File: src/rtl/bseq_pkg.sv
// Shared encodings for the block transfer sequencer.
// Assumes: the type codes are fixed by the command format the register block decodes.
package bseq_pkg;
    typedef enum logic [1:0] {
        XF_TO_EXP  = 2'b00,
        XF_TO_HOST = 2'b01,
        XF_SWAP    = 2'b10,
        XF_VERIFY  = 2'b11
    } xfer_e;

    typedef enum logic [2:0] {
        ST_IDLE,
        ST_ARMED,
        ST_RUN,
        ST_SWAP2,
        ST_FIN
    } seq_state_e;
endpackage

File: src/rtl/bseq_addr_ctr.sv
// Working address counter. It loads a base, or advances by one on a step unless it is held.
// Assumes: load has priority over step, so an end-of-transfer restore wins over the last advance.
module bseq_addr_ctr #(
    parameter int W = 16
) (
    input  logic         clk,
    input  logic         rst_n,
    input  logic         load,
    input  logic [W-1:0] base,
    input  logic         step,
    input  logic         hold,
    output logic [W-1:0] q
);
    localparam logic [W-1:0] ONE = {{(W-1){1'b0}}, 1'b1};

    // Load, advance or keep the address.
    always_ff @(posedge clk) begin
        if (!rst_n)              q <= '0;
        else if (load)           q <= base;
        else if (step && !hold)  q <= q + ONE;
    end


    held_addr_chk: assert property (@(posedge clk) disable iff (!rst_n)
        (step && hold && !load) |=> $stable(q));

    addr_adv_chk: assert property (@(posedge clk) disable iff (!rst_n)
        (step && !hold && !load) |=> (q == $past(q) + ONE));
endmodule

File: src/rtl/bseq_len_ctr.sv
// Working byte counter. It counts down per byte and stops at 1, which marks the last byte.
// Assumes: a value of 0 counts through 0xFFFF, so 0 means the full 65536 bytes.
module bseq_len_ctr #(
    parameter int W = 16
) (
    input  logic         clk,
    input  logic         rst_n,
    input  logic         load,
    input  logic [W-1:0] base,
    input  logic         step,
    output logic [W-1:0] q,
    output logic         last
);
    localparam logic [W-1:0] ONE = {{(W-1){1'b0}}, 1'b1};

    assign last = (q == ONE);

    // Load, or count down without going below 1.
    always_ff @(posedge clk) begin
        if (!rst_n)              q <= '1;
        else if (load)           q <= base;
        else if (step && !last)  q <= q - ONE;
    end


    len_floor_chk: assert property (@(posedge clk) disable iff (!rst_n)
        (step && last && !load) |=> (q == ONE));

    len_dec_chk: assert property (@(posedge clk) disable iff (!rst_n)
        (step && !last && !load) |=> (q == $past(q) - ONE));
endmodule

File: src/rtl/bseq_ctrl.sv
// Sequencer control. It handles start and deferred start, the swap phases, stalls and completion.
// Assumes: command fields are captured only when a go pulse arrives while idle.
module bseq_ctrl
    import bseq_pkg::*;
(
    input  logic       clk,
    input  logic       rst_n,
    input  logic       cmd_go,
    input  logic [1:0] cmd_type,
    input  logic [1:0] cmd_addr_ctl,
    input  logic       cmd_autoload,
    input  logic       cmd_defer,
    input  logic       trig_hit,
    input  logic       bus_avail,
    input  logic       len_last,
    input  logic       mismatch,
    output seq_state_e state,
    output xfer_e      xfer,
    output logic [1:0] addr_ctl,
    output logic       step,
    output logic       restore,
    output logic       dma_req,
    output logic       defer_clr,
    output logic       eob,
    output logic       fault
);
    seq_state_e nxt;
    logic       auto_q;
    logic       end_now;
    logic       bad_cmp;

    assign bad_cmp   = (xfer == XF_VERIFY) && mismatch;
    assign step      = bus_avail && (((state == ST_RUN) && (xfer != XF_SWAP)) || (state == ST_SWAP2));
    assign end_now   = step && (len_last || bad_cmp);
    assign restore   = end_now && auto_q;
    assign dma_req   = (state == ST_RUN) || (state == ST_SWAP2) || (state == ST_FIN);
    assign defer_clr = (state == ST_ARMED) && trig_hit;

    // Next-state selection.
    always_comb begin
        nxt = state;
        unique case (state)
            ST_IDLE:  if (cmd_go) nxt = cmd_defer ? ST_ARMED : ST_RUN;
            ST_ARMED: if (trig_hit) nxt = ST_RUN;
            ST_RUN:   if (bus_avail) begin
                          if (xfer == XF_SWAP) nxt = ST_SWAP2;
                          else if (end_now)    nxt = ST_FIN;
                      end
            ST_SWAP2: if (bus_avail) nxt = end_now ? ST_FIN : ST_RUN;
            ST_FIN:   nxt = ST_IDLE;
            default:  nxt = ST_IDLE;
        endcase
    end

    // State, captured command and completion pulses.
    always_ff @(posedge clk) begin
        if (!rst_n) begin
            state    <= ST_IDLE;
            xfer     <= XF_TO_EXP;
            addr_ctl <= 2'b00;
            auto_q   <= 1'b0;
            eob      <= 1'b0;
            fault    <= 1'b0;
        end else begin
            state <= nxt;
            eob   <= end_now && !bad_cmp;
            fault <= end_now && bad_cmp;
            if ((state == ST_IDLE) && cmd_go) begin
                xfer     <= xfer_e'(cmd_type);
                addr_ctl <= cmd_addr_ctl;
                auto_q   <= cmd_autoload;
            end
        end
    end


    armed_wait_chk: assert property (@(posedge clk) disable iff (!rst_n)
        ((state == ST_ARMED) && !trig_hit) |=> (state == ST_ARMED));

    stall_freeze_chk: assert property (@(posedge clk) disable iff (!rst_n)
        (dma_req && (state != ST_FIN) && !bus_avail) |=> $stable(state));
endmodule

File: src/rtl/bseq_engine.sv
// Top of the block transfer sequencer. It holds the working counters, steers the data and
// keeps the swap holding byte.
// Assumes: both read ports return data in the cycle the address is driven, and writes land at the edge.
module bseq_engine
    import bseq_pkg::*;
#(
    parameter int              HOST_AW   = 16,
    parameter int              EXP_AW    = 19,
    parameter int              LEN_W     = 16,
    parameter int              DW        = 8,
    parameter logic [HOST_AW-1:0] TRIG_ADDR = 16'hFF00
) (
    input  logic               clk,
    input  logic               rst_n,
    input  logic [HOST_AW-1:0] cfg_host_base,
    input  logic [EXP_AW-1:0]  cfg_exp_base,
    input  logic [LEN_W-1:0]   cfg_len_base,
    input  logic               cfg_load,
    input  logic               cmd_go,
    input  logic [1:0]         cmd_type,
    input  logic [1:0]         cmd_addr_ctl,
    input  logic               cmd_autoload,
    input  logic               cmd_defer,
    input  logic               snoop_we,
    input  logic [HOST_AW-1:0] snoop_addr,
    input  logic               bus_avail,
    output logic [HOST_AW-1:0] host_addr,
    input  logic [DW-1:0]      host_rdata,
    output logic [DW-1:0]      host_wdata,
    output logic               host_we,
    output logic               dma_req,
    output logic [EXP_AW-1:0]  exp_addr,
    input  logic [DW-1:0]      exp_rdata,
    output logic [DW-1:0]      exp_wdata,
    output logic               exp_we,
    output logic [HOST_AW-1:0] cur_host,
    output logic [EXP_AW-1:0]  cur_exp,
    output logic [LEN_W-1:0]   cur_len,
    output logic               defer_clr,
    output logic               eob_pulse,
    output logic               fault_pulse
);
    seq_state_e      state;
    xfer_e           xfer;
    logic [1:0]      addr_ctl;
    logic            step;
    logic            restore;
    logic            len_last;
    logic            trig_hit;
    logic            mismatch;
    logic            load_all;
    logic            moving;
    logic [DW-1:0]   hold_q;

    assign trig_hit = snoop_we && (snoop_addr == TRIG_ADDR);
    assign mismatch = (host_rdata != exp_rdata);
    assign load_all = (cfg_load && (state == ST_IDLE)) || restore;

    bseq_ctrl u_ctrl (
        .clk, .rst_n, .cmd_go, .cmd_type, .cmd_addr_ctl, .cmd_autoload, .cmd_defer,
        .trig_hit, .bus_avail, .len_last, .mismatch,
        .state, .xfer, .addr_ctl, .step, .restore, .dma_req, .defer_clr,
        .eob(eob_pulse), .fault(fault_pulse)
    );

    bseq_addr_ctr #(.W(HOST_AW)) u_host_ctr (
        .clk, .rst_n, .load(load_all), .base(cfg_host_base),
        .step, .hold(addr_ctl[1]), .q(cur_host)
    );

    bseq_addr_ctr #(.W(EXP_AW)) u_exp_ctr (
        .clk, .rst_n, .load(load_all), .base(cfg_exp_base),
        .step, .hold(addr_ctl[0]), .q(cur_exp)
    );

    bseq_len_ctr #(.W(LEN_W)) u_len_ctr (
        .clk, .rst_n, .load(load_all), .base(cfg_len_base),
        .step, .q(cur_len), .last(len_last)
    );

    // Bus steering for the byte in progress.
    always_comb begin
        moving     = bus_avail && ((state == ST_RUN) || (state == ST_SWAP2));
        host_addr  = cur_host;
        exp_addr   = cur_exp;
        host_wdata = exp_rdata;
        exp_wdata  = (state == ST_SWAP2) ? hold_q : host_rdata;
        exp_we     = moving && (((state == ST_RUN) && (xfer == XF_TO_EXP)) || (state == ST_SWAP2));
        host_we    = moving && (((state == ST_RUN) && (xfer == XF_TO_HOST)) || (state == ST_SWAP2));
    end

    // Keep the host byte across the two swap phases.
    always_ff @(posedge clk) begin
        if (!rst_n)                                              hold_q <= '0;
        else if (bus_avail && (state == ST_RUN) && (xfer == XF_SWAP)) hold_q <= host_rdata;
    end


    stall_nowrite_chk: assert property (@(posedge clk) disable iff (!rst_n)
        !bus_avail |-> (!host_we && !exp_we));

    end_excl_chk: assert property (@(posedge clk) disable iff (!rst_n)
        !(eob_pulse && fault_pulse));

    req_release_chk: assert property (@(posedge clk) disable iff (!rst_n)
        (eob_pulse || fault_pulse) |=> !dma_req);

    verify_nowrite_chk: assert property (@(posedge clk) disable iff (!rst_n)
        (dma_req && (xfer == XF_VERIFY)) |-> (!host_we && !exp_we));
endmodule

File: config.mk
export PLATFORM = sky130hd
export DESIGN_NAME = bseq_engine
export DESIGN_NICKNAME = d
export VERILOG_FILES = /design/src/rtl/bseq_pkg.sv /design/src/rtl/bseq_addr_ctr.sv /design/src/rtl/bseq_len_ctr.sv /design/src/rtl/bseq_ctrl.sv /design/src/rtl/bseq_engine.sv
export SDC_FILE = /design/constraint.sdc
export NUM_CORES = 1
export LEC_CHECK = 0
export BUFFER_PORTS_ARGS = -buffer_cell sky130_fd_sc_hd__buf_4
export CAP_MARGIN = 20
export CORE_MARGIN = 2
export CORE_UTILIZATION = 50
export DETAILED_ROUTE_END_ITERATION = 7
export PLACE_DENSITY = 0.95
export SYNTH_ARGS = -nofsm -noshare
export SYNTH_HDL_FRONTEND = slang
export SYNTH_SLANG_ARGS = --single-unit
File: constraint.sdc
create_clock -name clk -period 8.5 [get_ports clk]
set_input_delay 0.425 -clock clk [delete_from_list [all_inputs] [get_ports clk]]
set_output_delay 0.425 -clock clk [all_outputs]
set_load 0.05 [all_outputs]
==> results of run 1 <==
cell usage after synthesis (3+ instances only):
library cell and n:
sky130_fd_sc_hd__nand3_1 36, sky130_fd_sc_hd__nand2_1 43, sky130_fd_sc_hd__or3b_2 3, sky130_fd_sc_hd__o21ai_0 8, sky130_fd_sc_hd__xnor2_1 27, sky130_fd_sc_hd__or3_1 5, sky130_fd_sc_hd__o211ai_1 5, sky130_fd_sc_hd__nor4_1 14
sky130_fd_sc_hd__a21oi_1 26, sky130_fd_sc_hd__xor2_1 23, sky130_fd_sc_hd__nand3b_1 3, sky130_fd_sc_hd__nor2_1 60, sky130_fd_sc_hd__mux2i_1 4, sky130_fd_sc_hd__a211oi_2 20, sky130_fd_sc_hd__clkbuf_1 17, sky130_fd_sc_hd__and3_1 7
sky130_fd_sc_hd__and2_1 3, sky130_fd_sc_hd__nand4_1 17, sky130_fd_sc_hd__a32oi_1 5, sky130_fd_sc_hd__dfxtp_1 69, sky130_fd_sc_hd__or4_1 5, sky130_fd_sc_hd__a21o_1 3, sky130_fd_sc_hd__ha_1 4, sky130_fd_sc_hd__a222oi_1 5
sky130_fd_sc_hd__a211oi_1 3, sky130_fd_sc_hd__buf_2 4, sky130_fd_sc_hd__buf_4 45, sky130_fd_sc_hd__o31ai_1 4, sky130_fd_sc_hd__a31oi_1 4, sky130_fd_sc_hd__nor3_1 18, sky130_fd_sc_hd__mux2_2 9, sky130_fd_sc_hd__buf_6 5
sky130_fd_sc_hd__inv_1 14
flip-flops by register name (all words and copies together), names as in the netlist:
register         count
u_host_ctr.q        16
hold_q               8
u_ctrl.auto_q        1
u_ctrl.fault         1
u_exp_ctr.q         19
u_ctrl.addr_ctl      2
u_ctrl.eob           1
u_ctrl.state         3
u_ctrl.xfer          2
u_len_ctr.q         16
critical path, cell delays in order, from the launching register on:
cell,delay (ns)
sky130_fd_sc_hd__dfxtp_1,0.37
sky130_fd_sc_hd__or4_1,0.54
sky130_fd_sc_hd__or4_1,0.64
sky130_fd_sc_hd__or4_4,0.54
sky130_fd_sc_hd__and3_2,0.25
sky130_fd_sc_hd__buf_4,0.33
sky130_fd_sc_hd__nor2_1,0.25
sky130_fd_sc_hd__a311oi_2,0.07
area by class of cell:
cell class                 count  area [um2]
clock buffer                  10       137.6
clock inverter                 6       110.1
fill                         697        2731
inverter                      14       52.55
multi-input combinational    390        2541
sequential                    69        1381
tap                          108       135.1
timing repair buffer         209        1589
power by group through the flow:
stage / Clock (mW) / Combinational [mW] / Sequential (mW)
final: 0.332 / 0.777 / 0.475
after floorplan: 0 / 0.442 / 0.626
after global routing: 0.352 / 0.816 / 0.487
after CTS: 0.335 / 0.773 / 0.473
after detailed placement: 0 / 0.770 / 0.480
after global placement: 0 / 0.759 / 0.473
cells by family after synthesis:
family	count (synthesis)	share of synthesized area, %
buffers and inverters	86	11.99
muxes	13	3.173
xor gates and xnor gates	50	9.829
AOI/OAI and AO/OA	98	17.72
and+or+nand+nor	225	25.16
adders and majority gates	4	1.123
DFF	69	31.00
worst max path at each step:
| stage | startpoint | endpoint | slack [ns] |
|---|---|---|---|
| final | u_len_ctr.q[2]$_SDFFE_PN1P_ | u_host_ctr.q[1]$_SDFFE_PN0P_ | 5.29 |
| after CTS | u_len_ctr.q[2]$_SDFFE_PN1P_ | u_len_ctr.q[15]$_SDFFE_PN1P_ | 5.10 |
| after global placement | u_len_ctr.q[2]$_SDFFE_PN1P_ | u_len_ctr.q[11]$_SDFFE_PN1P_ | 5.22 |
| after detailed placement | u_len_ctr.q[2]$_SDFFE_PN1P_ | u_len_ctr.q[15]$_SDFFE_PN1P_ | 5.09 |
| after floorplan | u_len_ctr.q[2]$_SDFFE_PN1P_ | u_len_ctr.q[3]$_SDFFE_PN1P_ | 5.55 |
| after global routing | u_len_ctr.q[2]$_SDFFE_PN1P_ | u_host_ctr.q[1]$_SDFFE_PN0P_ | 5.20 |
routing by layer:
| layer | routed length (um) | vias to the layer above |
|---|---|---|
| li1 | - | 2219 |
| met1 | 5164 | 2190 |
| met2 | 6583 | 232 |
| met3 | 903 | 26 |
| met4 | 293 | 0 |
| met5 | 0 | - |
per-stage QoR:
stage / hold slack (ns) / util, % / std cells / total power [mW]
after floorplan: 0.4338 / - / 545 / 1.067
after global placement: 0.4419 / 65.27 / 788 / 1.232
after detailed placement: 0.4472 / 65.27 / 788 / 1.250
after CTS: 0.2924 / 68.12 / 804 / 1.581
after global routing: 0.2884 / 68.53 / 806 / 1.655
final: 0.3039 / 68.53 / 806 / 1.584
==> results by group, run 1 <==
Outcome
  • Run status: finished clean

Timing
  • Final Cycle Share: a little under two fifths
  • Count of endpoints failing hold in the final timing report: 0
  • Worst setup slack after layout: ~5.3 ns
  • Measured slew at the worst slew-check pin: a little under 0.9 ns
  • Final Critical Period: about 3.2 ns
  • Final number of max-transition violations: 0
  • Final setup vio count: 0
  • Fin Clk Skew: 0.01492 ns
  • Tightest slew margin relative to the limit: between 40% and 50%
  • Setup total negative slack: 0 ns
  • Setup repair after global routing missed its margin: false
  • F_max: 311.9 MHz

Route
  • Final routed wirelength across all metal layers: between 10000 and 15000 um
  • Via-per-instance ratio: 5.790
  • Antenna-violating nets left: 0
  • # DRC: 0
  • Number of vias after detailed routing: about 4700
  • Average wire per cell in the routed design: 16.06 um
  • 1st-iter DRT viols: roughly 190
  • First-pass iteration count of the detailed router: 5

Critical path
  • Beginning of the worst register-to-register path: u_len_ctr.q[2]$_SDFFE_PN1P_
  • Data arrival time at the worst-slack endpoint: approximately 3.4 ns
  • Crit Reg-Reg Endpoint: u_host_ctr.q[1]$_SDFFE_PN0P_
  • Type of the setup path with the least slack: reg -> reg
  • FF-to-FF path depth: 7
  • Category of the worst setup path launch point: flip-flop
  • Worst endpoint required time: 8.69 ns
  • Setup slack on the worst flop-to-flop path: 5.29 ns
  • Kind of capture point of the worst setup path: flip-flop
  • Largest fanout on the critical path: slightly below 60

Clock tree
  • Post-cts sizing count: 0
  • Total setup buffers inserted after CTS: 0
  • TritonCTS Buffers: 9
  • Clock buffer depth: 2
  • Sinks on the clock net: between 60 and 70
  • Clock slew at reported path FFs: about 0.08 ns
  • Hold-fix buffer count after cts: 0
  • CTS tree: done
  • Root Buffer: sky130_fd_sc_hd__clkbuf_8
  • Maximum level of the CTS H-tree: 3
  • Clock latency of the later-clocked register in the worst-skew pair: 0.35 ns

Yosys
  • Number of enable flip-flop cells after synthesis: 0
  • Cell type with the largest total area after synthesis: sky130_fd_sc_hd__dfxtp_1
  • Net count of the mapped netlist: 644
  • Share of the synthesized area in the top cell type: a little under a third
  • Per-instance average area after synthesis: ~8.2 um2
  • Number of distinct standard cells referenced by the synthesized netlist: 53
  • Mapped cell area: 4456 um2
  • Sequential share of the synthesized area: 31.00%
  • Share of async-settable or async-resettable flops after synthesis: 0%
  • Leading register cell type out of synthesis: sky130_fd_sc_hd__dfxtp_1
  • Syn Inst Count: approximately 550
  • Number of warning messages in the yosys log: 0
  • Flops & latches, synth: a little under 70
  • Area contributors post-synth: sky130_fd_sc_hd__dfxtp_1 31%, sky130_fd_sc_hd__buf_4 7.6%, sky130_fd_sc_hd__a211oi_2 5.6%

Hold path
  • Hold depth: 2
  • Hold WC Path Type: in -> reg
  • Startpoint of the most critical hold path: cfg_len_base[8]
  • End point of the most critical hold path: u_len_ctr.q[8]$_SDFFE_PN1P_

Global routing
  • Met3 Track Usage GR: between 5 and 6%
  • All-Layer GR Usage: between 20% and 30%
  • Antenna violations before repair: 0
  • Final global-route overflow total: 0
  • Pin count of the biggest net entering global routing: roughly 60
  • Fraction of met2 tracks used by global routing: 45.16%
  • Wire length of the first global-routing pass: ~21000 um
  • Global Route met1 Usage: 31.68%
  • Via count of the first global-routing pass: roughly 4400
  • Grt peak-use layer: met2

Placed design
  • PortBufs: 202
  • Pre-CTS WS: roughly 5.1 ns
  • HPWL after detailed placement: around 9300 um
  • Final weighted congestion of routability-driven global placement: 0.8907
  • Placed Instance Area: 5664 um2

Pwr
  • Total power per unit cell area: ~270 nW/um2
  • Net Sw Frac: 47.20%
  • Part of the power in registers: 30.0%
  • Clk pwr share: 20.9%
  • Peak supply drop: roughly 0.11 mV
  • Combinational cell fraction of total power: roughly half
  • Switching power: about 0.75 mW
  • Internal power: around 0.84 mW
  • Leakage Power: 2.495 nW

Floorplanning
  • Die span in y: slightly below 100 um
  • Total die area: between 9000 and 10000 um2
  • Number of top-level pins: approximately 200
  • Row Count: 34
  • Die extent in x: slightly below 100 um
  • Area of the core: just under 9000 um2
  • Starting utilization of the core area: 51.34%

Cells and area
  • Commonest cells after routing, fill and taps aside: 207 x sky130_fd_sc_hd__buf_4, 69 x sky130_fd_sc_hd__dfxtp_1, 60 x sky130_fd_sc_hd__nor2_1
  • ANT cells: 0
  • Share of layout cells above drive strength 1: roughly two fifths
  • Area of all placed cells without fillers: 5947 um2
  • Area growth from synthesis to final layout: 33.47%
  • Net total in the final layout: 792
  • Most common cell after layout, fill and taps aside: sky130_fd_sc_hd__buf_4

Flow run
  • Number of maximum-capacitance constraint violations: 0
Note: power is estimated with default switching activity, not from simulation.
==> run 2, diff against run 1 <==
--- a/config.mk
+++ b/config.mk
@@ -5,12 +5,13 @@
 export SDC_FILE = /design/constraint.sdc
 export NUM_CORES = 1
 export LEC_CHECK = 0
+export ABC_AREA = 1
 export BUFFER_PORTS_ARGS = -buffer_cell sky130_fd_sc_hd__buf_4
 export CAP_MARGIN = 20
 export CORE_MARGIN = 2
-export CORE_UTILIZATION = 50
+export CORE_UTILIZATION = 45
 export DETAILED_ROUTE_END_ITERATION = 7
-export PLACE_DENSITY = 0.95
+export PLACE_DENSITY = 0.88
 export SYNTH_ARGS = -nofsm -noshare
 export SYNTH_HDL_FRONTEND = slang
 export SYNTH_SLANG_ARGS = --single-unit
==> constraint.sdc (replaced) <==
create_clock -name clk -period 2.9 [get_ports clk]
set_input_delay 0.145 -clock clk [delete_from_list [all_inputs] [get_ports clk]]
set_output_delay 0.145 -clock clk [all_outputs]
set_load 0.05 [all_outputs]
==> run 2 against run 1 <==
  * Via count increased by 18%
  * Combinational power increased to 4.0 times the previous value
  * Register-to-register slack got worse by 4.7 ns
  * Flip-flop and latch count unchanged
  * Setup slack got worse by 4.7 ns
  * Count of clock-buffer cells in the layout increased by 2
  * First-iteration DRC count increased by 60%
  * Non-clock buffer count decreased by 4
  * Sequential share of layout area decreased by 1.8 points
  * Clock skew decreased by 0.0059 ns
  * Critical path type unchanged
  * Largest power group unchanged
==> results by group, run 2 <==
Floorplanning
  • Die extent in x: 109.7 um (+11%)
  • Area of the core: 10890 um2 (+25%)
  • Row Count: 38 (+12%)
  • Die span in y: 109.7 um (+11%)
  • Total die area: 12030 um2 (+24%)
  • Number of top-level pins: 203 (unchanged)
  • Starting utilization of the core area: 46.16% (-5.2 points)

Clock tree
  • Post-cts sizing count: 0 (unchanged)
  • Hold-fix buffer count after cts: 0 (unchanged)
  • Clock latency of the later-clocked register in the worst-skew pair: 0.34 ns (about the same)
  • Root Buffer: sky130_fd_sc_hd__clkbuf_8
  • Total setup buffers inserted after CTS: 0 (unchanged)
  • CTS tree: done
  • Sinks on the clock net: 69 (unchanged)
  • TritonCTS Buffers: 9 (unchanged)
  • Clock buffer depth: 2 (unchanged)
  • Maximum level of the CTS H-tree: 3 (unchanged)
  • Clock slew at reported path FFs: 0.08 ns (about the same)

Timing
  • Final Critical Period: 2.328 ns (-0.8785 ns)
  • Measured slew at the worst slew-check pin: 0.7405 ns (-0.1267 ns)
  • Setup total negative slack: 0 ns (unchanged)
  • Final setup vio count: 0 (unchanged)
  • F_max: 429.6 MHz (+38%)
  • Fin Clk Skew: 0.009063 ns (-0.005854 ns)
  • Worst hold slack after final layout: 0.01326 ns (-0.2906 ns)
  • Final Cycle Share: 80.26% (+43 points)
  • Final number of max-transition violations: 0 (unchanged)
  • Count of endpoints failing hold in the final timing report: 0 (unchanged)
  • Setup repair after global routing missed its margin: false
  • Tightest slew margin relative to the limit: 50.45% (+8.7 points)

Route
  • Number of vias after detailed routing: 5506 (+18%)
  • Average wire per cell in the routed design: 12.80 um (-20%)
  • Via-per-instance ratio: 4.960 (-14%)
  • First-pass iteration count of the detailed router: 5 (unchanged)
  • # DRC: 0 (unchanged)
  • Antenna-violating nets left: 0 (unchanged)
  • 1st-iter DRT viols: 301 (+60%)
  • Final routed wirelength across all metal layers: 14210 um (+9.7%)

Yosys
  • Most frequent cells after synthesis: 230 x sky130_fd_sc_hd__nand2_1, 123 x sky130_fd_sc_hd__nor2_1, 75 x sky130_fd_sc_hd__inv_1, 69 x sky130_fd_sc_hd__dfxtp_1, 68 x sky130_fd_sc_hd__nand3_1
  • Number of enable flip-flop cells after synthesis: 0 (unchanged)
  • Sequential share of the synthesized area: 27.48% (-3.5 points)
  • Net count of the mapped netlist: 915 (+42%)
  • Number of distinct standard cells referenced by the synthesized netlist: 35 (-34%)
  • Library cell with the highest instance count after synthesis: sky130_fd_sc_hd__nand2_1
  • Per-instance average area after synthesis: 6.159 um2 (-25%)
  • Cell type with the largest total area after synthesis: sky130_fd_sc_hd__dfxtp_1
  • Mapped cell area: 5026 um2 (+13%)
  • Share of the synthesized area in the top cell type: 27.48% (-3.5 points)
  • Share of async-settable or async-resettable flops after synthesis: 0% (unchanged)
  • Flops & latches, synth: 69 (unchanged)
  • Area contributors post-synth: sky130_fd_sc_hd__dfxtp_1 27%, sky130_fd_sc_hd__nand2_1 17%, sky130_fd_sc_hd__nor2_1 9.2%
  • Leading register cell type out of synthesis: sky130_fd_sc_hd__dfxtp_1
  • Number of warning messages in the yosys log: 0 (unchanged)
  • Syn Inst Count: 816 (+50%)

Global routing
  • Final global-route overflow total: 0 (unchanged)
  • Via count of the first global-routing pass: 5095 (+16%)
  • Antenna violations before repair: 0 (unchanged)
  • All-Layer GR Usage: 23.83% (-2.0 points)
  • Pin count of the biggest net entering global routing: 47 (-20%)
  • Wire length of the first global-routing pass: 23180 um (+12%)

Cells and area
  • Biggest registers after layout: u_exp_ctr.q x19, u_host_ctr.q x16, u_len_ctr.q x16
  • ANT cells: 0 (unchanged)
  • Register with the highest flop count: u_exp_ctr.q
  • Area of all placed cells without fillers: 6460 um2 (+8.6%)
  • Final-layout fill cell count: 1078 (+55%)
  • Net total in the final layout: 1064 (+34%)
  • Commonest cells after routing, fill and taps aside: 230 x sky130_fd_sc_hd__nand2_1, 205 x sky130_fd_sc_hd__buf_4, 123 x sky130_fd_sc_hd__nor2_1
  • Share of layout cells above drive strength 1: 25.36% (-13 points)
  • Area of the multi-input gates: 2868 um2 (+13%)
  • Largest register FFs: 19 (unchanged)
  • Flip-flop and latch area: 1381 um2 (unchanged)
  • Finished Layout Cells: 1110 (+38%)
  • Most common cell after layout, fill and taps aside: sky130_fd_sc_hd__nand2_1
  • Area growth from synthesis to final layout: 28.53%

Pwr
  • Leakage Power: 3.193 nW (+28%)
  • Total power per unit cell area: 840.7 nW/um2 (+220%)
  • Peak supply drop: 0.5812 mV (+410%)

Critical path
  • Critical path capture point: u_len_ctr.q[10]$_SDFFE_PN1P_
  • FF-to-FF path depth: 9 (+2)
  • Type of the setup path with the least slack: reg -> reg
  • Kind of capture point of the worst setup path: flip-flop
  • Crit Reg-Reg Endpoint: u_len_ctr.q[10]$_SDFFE_PN1P_
  • Data arrival time at the worst-slack endpoint: 2.54 ns (-0.85 ns)
  • Setup slack on the worst flop-to-flop path: 0.57 ns (-4.72 ns)
  • Origin of the worst setup path: u_len_ctr.q[7]$_SDFFE_PN1P_
  • Worst endpoint required time: 3.12 ns (-5.57 ns)
  • Largest fanout on the critical path: 46 (-21%)
  • Beginning of the worst register-to-register path: u_len_ctr.q[7]$_SDFFE_PN1P_
  • Category of the worst setup path launch point: flip-flop

Placed design
  • Cell Count Post-Placement: 1094 (+39%)
  • PortBufs: 202 (unchanged)
  • Placed Instance Area: 6267 um2 (+11%)
  • HPWL after detailed placement: 10470 um (+12%)
  • Final weighted congestion of routability-driven global placement: 0.9226 (+3.6%)

Flow run
  • Number of maximum-capacitance constraint violations: 0 (unchanged)

Outcome
  • Run status: finished clean

Hold path
  • Hold WC Path Type: in -> reg
==> run 2: worst max-delay path, cell delays in order, from the launching register on <==
cell	delay (ns)
sky130_fd_sc_hd__dfxtp_1	0.36
sky130_fd_sc_hd__or2_1	0.28
sky130_fd_sc_hd__nor3_2	0.19
sky130_fd_sc_hd__nand3_1	0.16
sky130_fd_sc_hd__nand2_1	0.14
sky130_fd_sc_hd__nand3_2	0.10
sky130_fd_sc_hd__nand2_4	0.42
sky130_fd_sc_hd__inv_2	0.26
sky130_fd_sc_hd__o21ai_1	0.20
sky130_fd_sc_hd__nand3_1	0.09
==> run 2: final cells by class <==
| cell class | count | area share, % |
|---|---|---|
| clock buffer | 12 | 2.247 |
| clock inverter | 4 | 0.7360 |
| inverter | 81 | 4.707 |
| multi-input combinational | 599 | 44.39 |
| sequential | 69 | 21.38 |
| tap | 140 | 2.712 |
| timing repair buffer | 205 | 23.82 |
==> run 2: routing by layer <==
metal,share of wire [%],GRT usage [%]
met1,43,29.48
met2,48,42.20
met3,7.8,4.801
met4,0.96,5.967
met5,0,0
==> run 2: power by group <==
group / total [mW] / leakage (nW) / switching (mW) / internal [mW]
registers: 1.50 / 0.568 / 0.326 / 1.17
clock network: 0.802 / 0.0964 / 0.383 / 0.419
logic: 3.13 / 2.53 / 2.20 / 0.933
==> run 2: logic make-up (layout without fill, tap and decap cells) <==
family / count (synthesis) / count (layout) / synth area share [%]
compound gates: 81 / 81 / 8.315
xor+xnor: 33 / 33 / 5.751
fa+ha+maj: 4 / 4 / 0.9958
buf+inv: 148 / 302 / 15.46
flops: 69 / 69 / 27.48
simple gates: 481 / 481 / 42.00
==> run 2: worst min-delay path by stage <==
stage | start | end | slack, ns | cells after the start
2_1_floorplan | cfg_len_base[0] | u_len_ctr.q[0]$_SDFFE_PN1P_ | 0.27 | 2
4_1_cts | cfg_len_base[9] | u_len_ctr.q[9]$_SDFFE_PN1P_ | 0.003 | 3
3_3_place_gp | cfg_len_base[4] | u_len_ctr.q[4]$_SDFFE_PN1P_ | 0.36 | 3
6_report | cfg_len_base[9] | u_len_ctr.q[9]$_SDFFE_PN1P_ | 0.01 | 3
5_1_grt | cfg_len_base[9] | u_len_ctr.q[9]$_SDFFE_PN1P_ | 0.01 | 3
3_5_place_dp | cfg_len_base[4] | u_len_ctr.q[4]$_SDFFE_PN1P_ | 0.36 | 3
==> run 2: stage by stage <==
step           power [mW]  utilization (%)  setup WS, ns
2_1_floorplan       3.915                -        0.7371
3_3_place_gp        4.594            57.56        0.6788
3_5_place_dp        4.643            57.56        0.5610
4_1_cts             5.452            59.33        0.5452
5_1_grt             5.790            59.33        0.2647
6_report            5.431            59.33        0.5724
==> run 3, diff against run 2 <==
==> constraint.sdc (replaced) <==
create_clock -name clk -period 1.89 [get_ports clk]
set_input_delay 0.0945 -clock clk [delete_from_list [all_inputs] [get_ports clk]]
set_output_delay 0.0945 -clock clk [all_outputs]
set_load 0.05 [all_outputs]
==> run 3 against run 2 <==
  * The run now ends with negative setup slack left
  * Register-to-register slack got worse by 0.60 ns
  * Cell area increased by 16%
  * Routed wire length increased by 14%
  * Die area unchanged
  * Count of clock-buffer cells in the layout decreased by 2
  * Via count increased by 8.3%
  * Worst hold slack improved by 0.0075 ns
  * Largest cell class unchanged
==> results by group, run 3 (synthesized netlist as in run 2, its figures left out) <==
Outcome
  • Run status: finished with violations
  • Violations in the final reports: negative setup slack

Timing
  • Count of endpoints failing hold in the final timing report: 0 (unchanged)
  • Final Cycle Share: 101.4% (+21 points)
  • Setup total negative slack: -0.08059 ns (-0.08059 ns)
  • Setup repair after global routing missed its margin: true
  • Measured slew at the worst slew-check pin: 0.5304 ns (-0.2101 ns)
  • Worst hold slack after final layout: 0.02074 ns (+0.007478 ns)
  • Fin Clk Skew: 0.01535 ns (+0.006284 ns)
  • Final Critical Period: 1.917 ns (-0.4107 ns)
  • F_max: 521.7 MHz (+21%)
  • Tightest slew margin relative to the limit: 64.37% (+14 points)
  • Final setup vio count: 7 (+7)
  • Worst setup slack after layout: -0.02695 ns (-0.5993 ns)
  • Final number of max-transition violations: 0 (unchanged)

Clock tree
  • Root Buffer: sky130_fd_sc_hd__clkbuf_8
  • Clock buffer depth: 2 (unchanged)
  • Sinks on the clock net: 69 (unchanged)
  • Clock slew at reported path FFs: 0.08 ns (about the same)
  • TritonCTS Buffers: 9 (unchanged)
  • Maximum level of the CTS H-tree: 3 (unchanged)
  • Clock latency of the later-clocked register in the worst-skew pair: 0.36 ns (+0.02 ns)
  • CTS tree: done

Cells and area
  • Register with the highest flop count: u_exp_ctr.q
  • Largest register FFs: 19 (unchanged)
  • Most common cell after layout, fill and taps aside: sky130_fd_sc_hd__buf_4
  • Biggest registers after layout: u_exp_ctr.q x19, u_host_ctr.q x16, u_len_ctr.q x16
  • Final-layout fill cell count: 937 (-13%)
  • ANT cells: 0 (unchanged)
  • Commonest cells after routing, fill and taps aside: 251 x sky130_fd_sc_hd__buf_4, 225 x sky130_fd_sc_hd__nand2_1, 108 x sky130_fd_sc_hd__nor2_1
  • Net total in the final layout: 1143 (+7.4%)
  • Area of the multi-input gates: 3054 um2 (+6.5%)
  • Flip-flop and latch area: 1408 um2 (+1.9%)
  • Area growth from synthesis to final layout: 49.17%
  • Area of all placed cells without fillers: 7497 um2 (+16%)
  • Share of layout cells above drive strength 1: 34.70% (+9.3 points)

Route
  • Antenna-violating nets left: 0 (unchanged)
  • Average wire per cell in the routed design: 13.56 um (+6.0%)
  • Final routed wirelength across all metal layers: 16130 um (+14%)
  • Via-per-instance ratio: 5.015 (+1.1%)
  • # DRC: 0 (unchanged)
  • Number of vias after detailed routing: 5963 (+8.3%)
  • First-pass iteration count of the detailed router: 5 (unchanged)
  • 1st-iter DRT viols: 317 (+5.3%)

Floorplanning
  • Total die area: 12030 um2 (unchanged)
  • Number of top-level pins: 203 (unchanged)
  • Row Count: 38 (unchanged)
  • Starting utilization of the core area: 46.16% (unchanged)
  • Area of the core: 10890 um2 (unchanged)
  • Die span in y: 109.7 um (unchanged)
  • Die extent in x: 109.7 um (unchanged)

Placed design
  • Final weighted congestion of routability-driven global placement: 0.9309 (+0.90%)
  • Placed Instance Area: 6729 um2 (+7.4%)
  • HPWL after detailed placement: 11540 um (+10%)
  • PortBufs: 202 (unchanged)

Hold path
  • Startpoint of the most critical hold path: host_rdata[1]
  • Hold depth: 3 (unchanged)
  • End point of the most critical hold path: hold_q[1]$_SDFFE_PN0P_
  • Hold WC Path Type: in -> reg

Critical path
  • Beginning of the worst register-to-register path: u_len_ctr.q[7]$_SDFFE_PN1P_
  • Kind of capture point of the worst setup path: flip-flop
  • Worst endpoint required time: 2.12 ns (-1.00 ns)
  • Data arrival time at the worst-slack endpoint: 2.15 ns (-0.39 ns)
  • Type of the setup path with the least slack: reg -> reg
  • Setup slack on the worst flop-to-flop path: -0.03 ns (-0.60 ns)
  • Crit Reg-Reg Endpoint: u_exp_ctr.q[17]$_SDFFE_PN0P_
  • Largest stage delay on the critical path: 0.32 ns (-0.10 ns)
  • Largest fanout on the critical path: 6 (-87%)
  • Cells along the critical path: or2_1, nor3_2, nand3_2, nand2_2, nand3_4, buf_6, nand3_4, clkbuf_16, nor2_1, nor2_1, nor2_1
  • Category of the worst setup path launch point: flip-flop
  • FF-to-FF path depth: 11 (+2)
  • Most frequent cell on the critical path: sky130_fd_sc_hd__nor2_1
  • Cell type of the slowest stage on the worst timing path: sky130_fd_sc_hd__dfxtp_2

Global routing
  • Pin count of the biggest net entering global routing: 36 (-23%)
  • Via count of the first global-routing pass: 5512 (+8.2%)
  • Final global-route overflow total: 0 (unchanged)
  • Wire length of the first global-routing pass: 25080 um (+8.2%)
  • Antenna violations before repair: 0 (unchanged)
  • All-Layer GR Usage: 25.95% (+2.1 points)

Pwr
  • Peak supply drop: 0.9374 mV (+61%)
  • Leakage Power: 3.654 nW (+14%)
  • Total power per unit cell area: 1265 nW/um2 (+50%)

Flow run
  • Number of maximum-capacitance constraint violations: 0 (unchanged)
==> run 3: changes by cell type in the layout (fill, tap and decap cells not counted), moves of 5 or more <==
cell,delta
sky130_fd_sc_hd__nand2_1,-5
sky130_fd_sc_hd__o21ai_0,-6
sky130_fd_sc_hd__o21ai_1,+5
sky130_fd_sc_hd__nand3_2,+8
sky130_fd_sc_hd__dlygate4sd3_1,+21
sky130_fd_sc_hd__buf_12,+6
sky130_fd_sc_hd__nor2_2,+13
sky130_fd_sc_hd__nor2_1,-15
sky130_fd_sc_hd__nand3_1,-10
sky130_fd_sc_hd__dfxtp_2,+18
sky130_fd_sc_hd__nand2_2,+5
sky130_fd_sc_hd__dfxtp_1,-19
sky130_fd_sc_hd__buf_4,+46
==> run 3: layout make-up <==
| type | instances | share of cell area [%] |
|---|---|---|
| multi-input cells | 599 | 40.74 |
| repair buffers | 284 | 30.67 |
| flip-flops and latches | 69 | 18.78 |
| inverters | 81 | 4.172 |
| well taps | 140 | 2.336 |
| clock buffers | 10 | 1.836 |
| clock inverters | 6 | 1.469 |
==> run 3: through the flow <==
step                utilization [%]  total power [mW]  std cells  setup slack [ns]
detailed placement            61.80             7.626       1145           -0.1548
finish                        68.86             9.481       1189          -0.02695
global placement              61.80             7.541       1145           0.02211
global route                  68.86             10.05       1189           -0.1321
floorplan                         -             6.041        816          -0.03978
CTS                           66.36             9.215       1182          -0.01841
==> run 3: worst max-delay path by stage <==
stage,startpoint,endpoint,slack (ns),depth (start not counted)
after floorplan,u_exp_ctr.q[0]$_SDFFE_PN0P_,u_exp_ctr.q[12]$_SDFFE_PN0P_,-0.04,10
after global placement,u_len_ctr.q[1]$_SDFFE_PN1P_,u_host_ctr.q[2]$_SDFFE_PN0P_,0.02,12
after detailed placement,u_len_ctr.q[1]$_SDFFE_PN1P_,u_host_ctr.q[9]$_SDFFE_PN0P_,-0.15,12
after CTS,u_len_ctr.q[1]$_SDFFE_PN1P_,u_host_ctr.q[9]$_SDFFE_PN0P_,-0.02,12
after global routing,u_len_ctr.q[10]$_SDFFE_PN1P_,u_exp_ctr.q[3]$_SDFFE_PN0P_,-0.13,12
final,u_len_ctr.q[7]$_SDFFE_PN1P_,u_exp_ctr.q[17]$_SDFFE_PN0P_,-0.03,11
==> run 3: layer usage <==
layer	up-vias	GRT usage [%]	wire (um)
met1	2700	32.01	6549
met2	244	45.50	8117
met4	0	7.685	168
met3	20	5.157	1289
li1	2999	-	-
met5	-	0	0
==> run 3: what timing repair did <==
| action | CTS | global route |
|---|---|---|
| resized for setup | 8 | 55 |
| hold endpoints to repair | 21 | 0 |
| endpoints found under the setup margin | 51 | 51 |
| cloned | 0 | 1 |
| buffers inserted | 0 | 6 |
| hold buffers | 21 | 0 |
| pin swaps | 2 | 24 |
==> run 3: power breakdown <==
part           internal (mW)  switching [mW]  leakage [nW]
registers               1.83           0.421         0.570
logic                   1.97            3.75          2.97
clock network          0.910           0.609         0.119
total                   4.70            4.78          3.65
==> run 3: worst max-delay path, delay by kind of cell, from the launching register on <==
kind | cells | cell delay, ns
and+or+nand+nor | 9 | 1.12
DFF | 1 | 0.32
buffers and inverters | 2 | 0.34
